--- src/rtl/eeprom_pkg.sv ---
package eeprom_pkg;
  localparam int ADDR_W = 9;
  localparam logic [3:0] DEV_ID = 4'b1010;

  typedef struct packed {
    logic loadAddr;     // word address accepted
    logic bufWrite;     // data byte acknowledged, store to page buffer
    logic incRead;      // data byte sent, step the counter
    logic startCommit;  // valid stop closing a write
  } dpCmd_t;
endpackage

--- src/rtl/eeprom_dp.sv ---
module eeprom_dp
  import eeprom_pkg::*;
#(
  parameter int PAGE_W = 4,
  parameter int WR_CYCLES = 1000
) (
  input  logic              clk,
  input  logic              rstN,
  input  dpCmd_t            cmd,
  input  logic [ADDR_W-1:0] wordAddr,
  input  logic [7:0]        wrByte,
  output logic              addrMsb,
  output logic [7:0]        rdByte,
  output logic              busy
);
  localparam int DEPTH = 1 << ADDR_W;
  localparam int PAGE_BYTES = 1 << PAGE_W;
  localparam int BASE_W = ADDR_W - PAGE_W;
  localparam int CNT_W = $clog2(WR_CYCLES + 1);

  logic [ADDR_W-1:0]     addrQ;
  logic [7:0]            mem [DEPTH];
  logic [7:0]            pageBuf [PAGE_BYTES];
  logic [PAGE_BYTES-1:0] pageMask;
  logic [BASE_W-1:0]     pageBase;
  logic [CNT_W-1:0]      waitCnt;
  logic                  walking;
  logic [PAGE_W-1:0]     walkIdx;

  // address counter: page-local step on write, full step on read
  always_ff @(posedge clk or negedge rstN) begin
    if (!rstN) begin
      addrQ <= '0;
    end else if (cmd.loadAddr) begin
      addrQ <= wordAddr;
    end else if (cmd.bufWrite) begin
      addrQ[PAGE_W-1:0] <= addrQ[PAGE_W-1:0] + 1'b1;
    end else if (cmd.incRead) begin
      addrQ <= addrQ + 1'b1;
    end
  end

  // page buffer and its valid mask
  always_ff @(posedge clk or negedge rstN) begin
    if (!rstN) begin
      pageMask <= '0;
    end else if (cmd.loadAddr) begin
      pageMask <= '0;
    end else if (cmd.bufWrite) begin
      pageMask[addrQ[PAGE_W-1:0]] <= 1'b1;
    end else if (walking && (&walkIdx)) begin
      pageMask <= '0;
    end
  end

  always_ff @(posedge clk) begin
    if (cmd.bufWrite) pageBuf[addrQ[PAGE_W-1:0]] <= wrByte;
  end

  // self-timed busy window followed by the page copy
  always_ff @(posedge clk or negedge rstN) begin
    if (!rstN) begin
      waitCnt  <= '0;
      walking  <= 1'b0;
      walkIdx  <= '0;
      pageBase <= '0;
    end else if (cmd.startCommit) begin
      waitCnt  <= CNT_W'(WR_CYCLES);
      pageBase <= addrQ[ADDR_W-1:PAGE_W];
    end else if (waitCnt != '0) begin
      waitCnt <= waitCnt - 1'b1;
      if (waitCnt == CNT_W'(1)) begin
        walking <= 1'b1;
        walkIdx <= '0;
      end
    end else if (walking) begin
      walkIdx <= walkIdx + 1'b1;
      if (&walkIdx) walking <= 1'b0;
    end
  end

  // array: one write port for the copy, one registered read port
  always_ff @(posedge clk) begin
    if (walking && pageMask[walkIdx]) mem[{pageBase, walkIdx}] <= pageBuf[walkIdx];
    rdByte <= mem[addrQ];
  end

  assign busy    = (waitCnt != '0) | walking;
  assign addrMsb = addrQ[ADDR_W-1];

  a_r3_page_local_step: assert property (@(posedge clk) disable iff (!rstN)
    cmd.bufWrite |=> (addrQ[ADDR_W-1:PAGE_W] == $past(addrQ[ADDR_W-1:PAGE_W])) &&
                     (addrQ[PAGE_W-1:0] == PAGE_W'($past(addrQ[PAGE_W-1:0]) + 1'b1)));
  a_r4_read_full_step: assert property (@(posedge clk) disable iff (!rstN)
    cmd.incRead |=> addrQ == ADDR_W'($past(addrQ) + 1'b1));
  a_r7_busy_after_commit: assert property (@(posedge clk) disable iff (!rstN)
    cmd.startCommit |=> busy);
  a_r6_commit_has_data: assert property (@(posedge clk) disable iff (!rstN)
    cmd.startCommit |-> pageMask != '0);
endmodule

--- src/rtl/eeprom_ctrl.sv ---
module eeprom_ctrl
  import eeprom_pkg::*;
(
  input  logic              clk,
  input  logic              rstN,
  input  logic              sclIn,
  input  logic              sdaIn,
  input  logic [1:0]        selPins,
  input  logic              wpIn,
  input  logic              addrMsb,
  input  logic [7:0]        rdByte,
  input  logic              busy,
  output dpCmd_t            cmd,
  output logic [ADDR_W-1:0] wordAddr,
  output logic [7:0]        wrByte,
  output logic              sdaOe
);
  typedef enum logic [3:0] {
    S_IDLE, S_DEV, S_DEV_ACK, S_WADDR, S_WADDR_ACK,
    S_WDATA, S_WDATA_ACK, S_RDATA, S_RACK, S_WAIT
  } stateT;

  stateT       state;
  logic [1:0]  sclSy, sdaSy;
  logic        sclQ, sdaQ;
  logic        sclS, sdaS;
  logic        sclRise, sclFall, startDet, stopDet;
  logic [3:0]  bitCnt;
  logic [7:0]  rxSh;
  logic [6:0]  txSh;
  logic        isRead, addrHi, pend, mAck;
  logic        byteDone, protectHit;

  always_ff @(posedge clk or negedge rstN) begin
    if (!rstN) begin
      sclSy <= 2'b11;
      sdaSy <= 2'b11;
      sclQ  <= 1'b1;
      sdaQ  <= 1'b1;
    end else begin
      sclSy <= {sclSy[0], sclIn};
      sdaSy <= {sdaSy[0], sdaIn};
      sclQ  <= sclSy[1];
      sdaQ  <= sdaSy[1];
    end
  end

  assign sclS     = sclSy[1];
  assign sdaS     = sdaSy[1];
  assign sclRise  = sclS & ~sclQ;
  assign sclFall  = ~sclS & sclQ;
  assign startDet = sclS & sclQ & sdaQ & ~sdaS;
  assign stopDet  = sclS & sclQ & ~sdaQ & sdaS;
  assign byteDone = sclFall && (bitCnt == 4'd8);
  assign protectHit = wpIn & addrMsb;

  always_comb begin
    cmd.loadAddr    = (state == S_WADDR) && byteDone;
    cmd.bufWrite    = (state == S_WDATA_ACK) && sclFall;
    cmd.incRead     = (state == S_RDATA) && byteDone;
    cmd.startCommit = stopDet && (state == S_WDATA) && (bitCnt <= 4'd1) && pend;
  end

  assign wordAddr = {addrHi, rxSh};
  assign wrByte   = rxSh;

  always_ff @(posedge clk or negedge rstN) begin
    if (!rstN) begin
      state  <= S_IDLE;
      bitCnt <= '0;
      rxSh   <= '0;
      txSh   <= '0;
      isRead <= 1'b0;
      addrHi <= 1'b0;
      pend   <= 1'b0;
      mAck   <= 1'b0;
      sdaOe  <= 1'b0;
    end else if (startDet) begin
      state  <= S_DEV;
      bitCnt <= '0;
      sdaOe  <= 1'b0;
      pend   <= 1'b0;
    end else if (stopDet) begin
      state <= S_IDLE;
      sdaOe <= 1'b0;
      pend  <= 1'b0;
    end else begin
      unique case (state)
        S_DEV, S_WADDR, S_WDATA: begin
          if (sclRise) begin
            rxSh   <= {rxSh[6:0], sdaS};
            bitCnt <= bitCnt + 1'b1;
          end else if (byteDone) begin
            bitCnt <= '0;
            if (state == S_DEV) begin
              if (rxSh[7:4] == DEV_ID && rxSh[3:2] == selPins && !busy) begin
                sdaOe  <= 1'b1;
                isRead <= rxSh[0];
                addrHi <= rxSh[1];
                state  <= S_DEV_ACK;
              end else begin
                state <= S_WAIT;
              end
            end else if (state == S_WADDR) begin
              sdaOe <= 1'b1;
              state <= S_WADDR_ACK;
            end else if (protectHit) begin
              state <= S_WAIT;
            end else begin
              sdaOe <= 1'b1;
              state <= S_WDATA_ACK;
            end
          end
        end
        S_DEV_ACK: begin
          if (sclFall) begin
            bitCnt <= '0;
            if (isRead) begin
              txSh  <= rdByte[6:0];
              sdaOe <= ~rdByte[7];
              state <= S_RDATA;
            end else begin
              sdaOe <= 1'b0;
              state <= S_WADDR;
            end
          end
        end
        S_WADDR_ACK: begin
          if (sclFall) begin
            sdaOe  <= 1'b0;
            bitCnt <= '0;
            state  <= S_WDATA;
          end
        end
        S_WDATA_ACK: begin
          if (sclFall) begin
            sdaOe  <= 1'b0;
            pend   <= 1'b1;
            bitCnt <= '0;
            state  <= S_WDATA;
          end
        end
        S_RDATA: begin
          if (sclRise) begin
            bitCnt <= bitCnt + 1'b1;
          end else if (byteDone) begin
            sdaOe <= 1'b0;
            state <= S_RACK;
          end else if (sclFall) begin
            sdaOe <= ~txSh[6];
            txSh  <= {txSh[5:0], 1'b0};
          end
        end
        S_RACK: begin
          if (sclRise) begin
            mAck <= ~sdaS;
          end else if (sclFall) begin
            if (mAck) begin
              txSh   <= rdByte[6:0];
              sdaOe  <= ~rdByte[7];
              bitCnt <= '0;
              state  <= S_RDATA;
            end else begin
              state <= S_WAIT;
            end
          end
        end
        default: ;
      endcase
    end
  end

  a_r12_oe_quiet_high: assert property (@(posedge clk) disable iff (!rstN)
    (sclS && sclQ && !startDet && !stopDet && !$past(startDet) && !$past(stopDet))
      |-> $stable(sdaOe));
  a_r7_no_ack_busy: assert property (@(posedge clk) disable iff (!rstN)
    (state == S_DEV && byteDone && busy) |=> (state == S_WAIT && !sdaOe));
  a_r5_protect_no_ack: assert property (@(posedge clk) disable iff (!rstN)
    (state == S_WDATA_ACK) |-> !(wpIn && addrMsb));
  a_r9_nack_release: assert property (@(posedge clk) disable iff (!rstN)
    (state == S_RACK && sclFall && !mAck) |=> !sdaOe);
endmodule

--- src/rtl/i2c_eeprom_slave.sv ---
module i2c_eeprom_slave
  import eeprom_pkg::*;
#(
  parameter int PAGE_W = 4,
  parameter int WR_CYCLES = 1000
) (
  input  logic       clk,
  input  logic       rstN,
  input  logic       sclIn,
  input  logic       sdaIn,
  output logic       sdaOe,
  input  logic [1:0] selPins,
  input  logic       wpIn
);
  dpCmd_t            cmd;
  logic [ADDR_W-1:0] wordAddr;
  logic [7:0]        wrByte;
  logic [7:0]        rdByte;
  logic              addrMsb;
  logic              busy;

  eeprom_ctrl i_ctrl (
    .clk(clk), .rstN(rstN), .sclIn(sclIn), .sdaIn(sdaIn),
    .selPins(selPins), .wpIn(wpIn), .addrMsb(addrMsb), .rdByte(rdByte),
    .busy(busy), .cmd(cmd), .wordAddr(wordAddr), .wrByte(wrByte), .sdaOe(sdaOe)
  );

  eeprom_dp #(.PAGE_W(PAGE_W), .WR_CYCLES(WR_CYCLES)) i_dp (
    .clk(clk), .rstN(rstN), .cmd(cmd), .wordAddr(wordAddr), .wrByte(wrByte),
    .addrMsb(addrMsb), .rdByte(rdByte), .busy(busy)
  );
endmodule

--- config.mk ---
export PLATFORM = sky130hd
export DESIGN_NAME = i2c_eeprom_slave
export DESIGN_NICKNAME = d
export VERILOG_FILES = /design/src/rtl/eeprom_pkg.sv /design/src/rtl/eeprom_dp.sv /design/src/rtl/eeprom_ctrl.sv /design/src/rtl/i2c_eeprom_slave.sv
export SDC_FILE = /design/constraint.sdc
export NUM_CORES = 2
export LEC_CHECK = 0
export CORE_AREA = 10 10 760 575
export DETAILED_ROUTE_END_ITERATION = 10
export DIE_AREA = 0 0 770 585
export REMOVE_ABC_BUFFERS = 1
export SLEW_MARGIN = 5
export SYNTH_ARGS = -nofsm -noshare
export SYNTH_HDL_FRONTEND = slang
export SYNTH_MEMORY_MAX_BITS = 65536
export SYNTH_SLANG_ARGS = --single-unit
--- constraint.sdc ---
create_clock -name clk -period 6.9 [get_ports clk]
set_input_delay 1.725 -clock clk [delete_from_list [all_inputs] [get_ports clk]]
set_output_delay 1.725 -clock clk [all_outputs]
set_load 0.05 [all_outputs]
==> reports/metrics.csv <==
metric,value,unit
outcome,finished clean,
p_leak,57.4,nW
p_int,50.3,mW
final_common_cell,edfxtp_1,
synth_warnings,0,
ys_ff_latch,4311,
crit_slowest_cell,nor4_1,
first_iter_violations,12800,
synth-edff-count,4224,
hold_class,reg2reg,
post_cts_buffers,0,
critical-path-top-delay-family,simple AND/OR/NAND/NOR gates,
vias,86100,
mostFrequentLayoutCells,"4224 x edfxtp_1, 953 x mux4_2, 657 x nor2_1",
ctsResizeCount,0,
hold_violations,0,
async_flop_share,1.83,%
path_max_fanout,44,
skew,0.0617,ns
path_cells,buf_12 > buf_12 > mux4_2 > o22ai_1 > o21ai_0 > nand2_1 > nand4_1 > nor4_1 > a41oi_1,
worst_pin_slew,1.34,ns
rsz0062_at_grt,no,
grt_max_degree,177,
io_buffers,7,
cp_slowest_stage_delay,1.12,ns
nets,8252,
worstSetupStartpointType,register,
power.share.sequential,45.2,%
clk_latency,0.96,ns
powerDensity,377,nW/um^2
gp_congestion,0.879,
num_rows,207,
layoutNonFillerInstCount,14200,
ir_drop,0.000287,V
wl_per_cell,34.0,um
synth_cell_types,73,
fillers,35200,
start_util,39.8,%
grt_pass1_wl,677,mm
clock-sinks,4311,
die_x,770,um
crit_buf_inv,2,
crit_path_end_kind,register,
setup_viol,0,
cp_data_required_time,7.69,ns
cts_tree,yes,
grt_usage,20.9,%
via_per_inst,6.07,
dp_hpwl,291,mm
ios,8,
top_layer,met5,
switchingPower,20.6,mW
fp.dieH,585,um
p_total,70.9,mW
wl_met2,205,mm
fin_hold_ws,0.357,ns
m1WireLength,202,mm
avgSynthCellArea,20.8,um^2
grt_pass1_vias,84000,
dp_cells,13500,
max_freq,0.186,GHz
arrival,6.16,ns
clkPwrFrac,31.8,%
max_slew_margin,10.3,%
drv_slew,0,
area_growth,12.0,%
clk_pin_slew,0.07,ns
core_area,422000,um^2
yosysSeqAreaShare,76.8,%
maxCapViolations,0,
layout_min_cycle_time,5.37,ns
cts_buffers,392,
critPathKind,reg2reg,
cts.htree.levels,5,
p_sw_share,29.1,%
drt-total-wl,483,mm
period_share,77.8,%
drtPass1Iterations,6,
wl_met3,63.3,mm
cts_root_buf,clkbuf_16,
critPathMostFrequentCell,buf_12,
synth_ff_type,edfxtp_1,
drive_above_1_share,22.1,%
dieArea,450000,um^2
drcViolationCount,0,
netlist_area,168000,um^2
grt.overflow.total,0,
comb_power_share,23.0,%
ant_nets,0,
clockBufferDepth,4,
postCtsHoldBufs,0,
synthCells,8081,
antenna_found_initial,32,
registers in the layout, indices dropped and copies added, names as in the netlist, 2 cells and up:
register,flops
i_dp.addrQ,9
i_ctrl.state,4
i_dp.walkIdx,4
i_dp.mem,4096
i_dp.rdByte,8
i_dp.pageBase,5
i_dp.pageBuf,128
i_ctrl.sdaSy,2
i_dp.waitCnt,10
i_ctrl.sclSy,2
i_dp.pageMask,16
i_ctrl.txSh,7
i_ctrl.wrByte,8
i_ctrl.bitCnt,4
cell usage after synthesis (9+ instances only):
cell type | number | area share [%]
nor2b_1 | 12 | 0.045
buf_1 | 25 | 0.056
a2111oi_0 | 12 | 0.063
and3_1 | 9 | 0.034
ha_1 | 15 | 0.11
o31ai_1 | 14 | 0.063
inv_1 | 20 | 0.045
edfxtp_1 | 4224 | 76
o221ai_1 | 78 | 0.41
a22oi_1 | 70 | 0.31
nand2_1 | 232 | 0.52
buf_2 | 148 | 0.44
xnor2_1 | 12 | 0.063
o21ai_0 | 116 | 0.35
clkbuf_1 | 195 | 0.44
nand3_1 | 62 | 0.18
a21oi_1 | 100 | 0.30
a211oi_1 | 47 | 0.21
mux2i_1 | 406 | 2.4
or3_1 | 18 | 0.067
a31oi_1 | 28 | 0.10
o22ai_1 | 99 | 0.37
nand2b_1 | 18 | 0.067
nor3_1 | 42 | 0.13
buf_6 | 63 | 0.42
o211ai_1 | 19 | 0.085
a221oi_1 | 46 | 0.24
nor2_1 | 661 | 1.5
nand4_1 | 10 | 0.037
dfrtp_1 | 73 | 1.1
buf_4 | 57 | 0.25
a211o_1 | 12 | 0.063
mux2_2 | 45 | 0.30
mux4_2 | 961 | 13
cells by family after synthesis:
kind of cell	count (synthesis)	share of synthesized area, %
flops	4311	76.8
xor+xnor	16	0.0835
mux	1412	15.6
simple gates	1099	2.70
fa+ha+maj	15	0.112
buf+inv	517	1.72
compound gates	711	2.93
worst paths after layout:
| path | startpoint | to | slack, ns | depth (start not counted) |
|---|---|---|---|---|
| worst max-delay path | i_dp.addrQ[0] | i_dp.rdByte[7] | 1.53 | 9 |
| worst min-delay path | i_ctrl.sdaSy[0] | i_ctrl.sdaSy[1] | 0.36 | 0 |
| worst max register to register | i_dp.addrQ[0] | i_dp.rdByte[7] | 1.53 | 9 |
| worst min register to register | i_ctrl.sdaSy[0] | i_ctrl.sdaSy[1] | 0.36 | 0 |
| max in group asynchronous | rstN | i_dp.addrQ[5] | 4.94 | 2 |
| min in group asynchronous | rstN | i_ctrl.sdaOe | 0.67 | 1 |
per-layer routing:
layer | GRT usage (%) | up-vias
met5 | 0 | -
met4 | 5.09 | 14
met3 | 6.80 | 729
met2 | 29.4 | 5484
met1 | 31.4 | 46000
li1 | - | 33800
area by class of cell:
cell class	count	area [um^2]	area share, %
multi-input cells	3253	36400	19.4
clock buffers	486	10500	5.57
clock inverters	226	2560	1.36
diodes	4	10.0	0.00532
inverters	22	96.3	0.0512
well taps	5643	7060	3.76
repair buffers	250	2400	1.27
flip-flops and latches	4311	129000	68.6
stage by stage:
stage | TNS [ns] | setup WS (ns) | utilization (%) | area, um^2
after floorplan | -6057.00 | -38.83 | - | 165000
after global placement | 0 | 1.26 | 41.4 | 175000
after detailed placement | 0 | 1.72 | 41.4 | 175000
after CTS | 0 | 1.72 | 44.5 | 188000
after global routing | 0 | 1.52 | 44.5 | 188000
final | 0 | 1.53 | 44.5 | 188000
power groups by stage:
stage	Sequential, mW	Combinational [mW]	Clock [mW]
2_1_floorplan	33.4	8.38	0
3_3_place_gp	32.6	16.1	0
6_report	32.0	16.3	22.5
3_5_place_dp	32.6	16.3	0
4_1_cts	32.0	16.4	22.7
5_1_grt	32.1	17.1	23.8
Note: power is estimated with default switching activity, not from simulation.
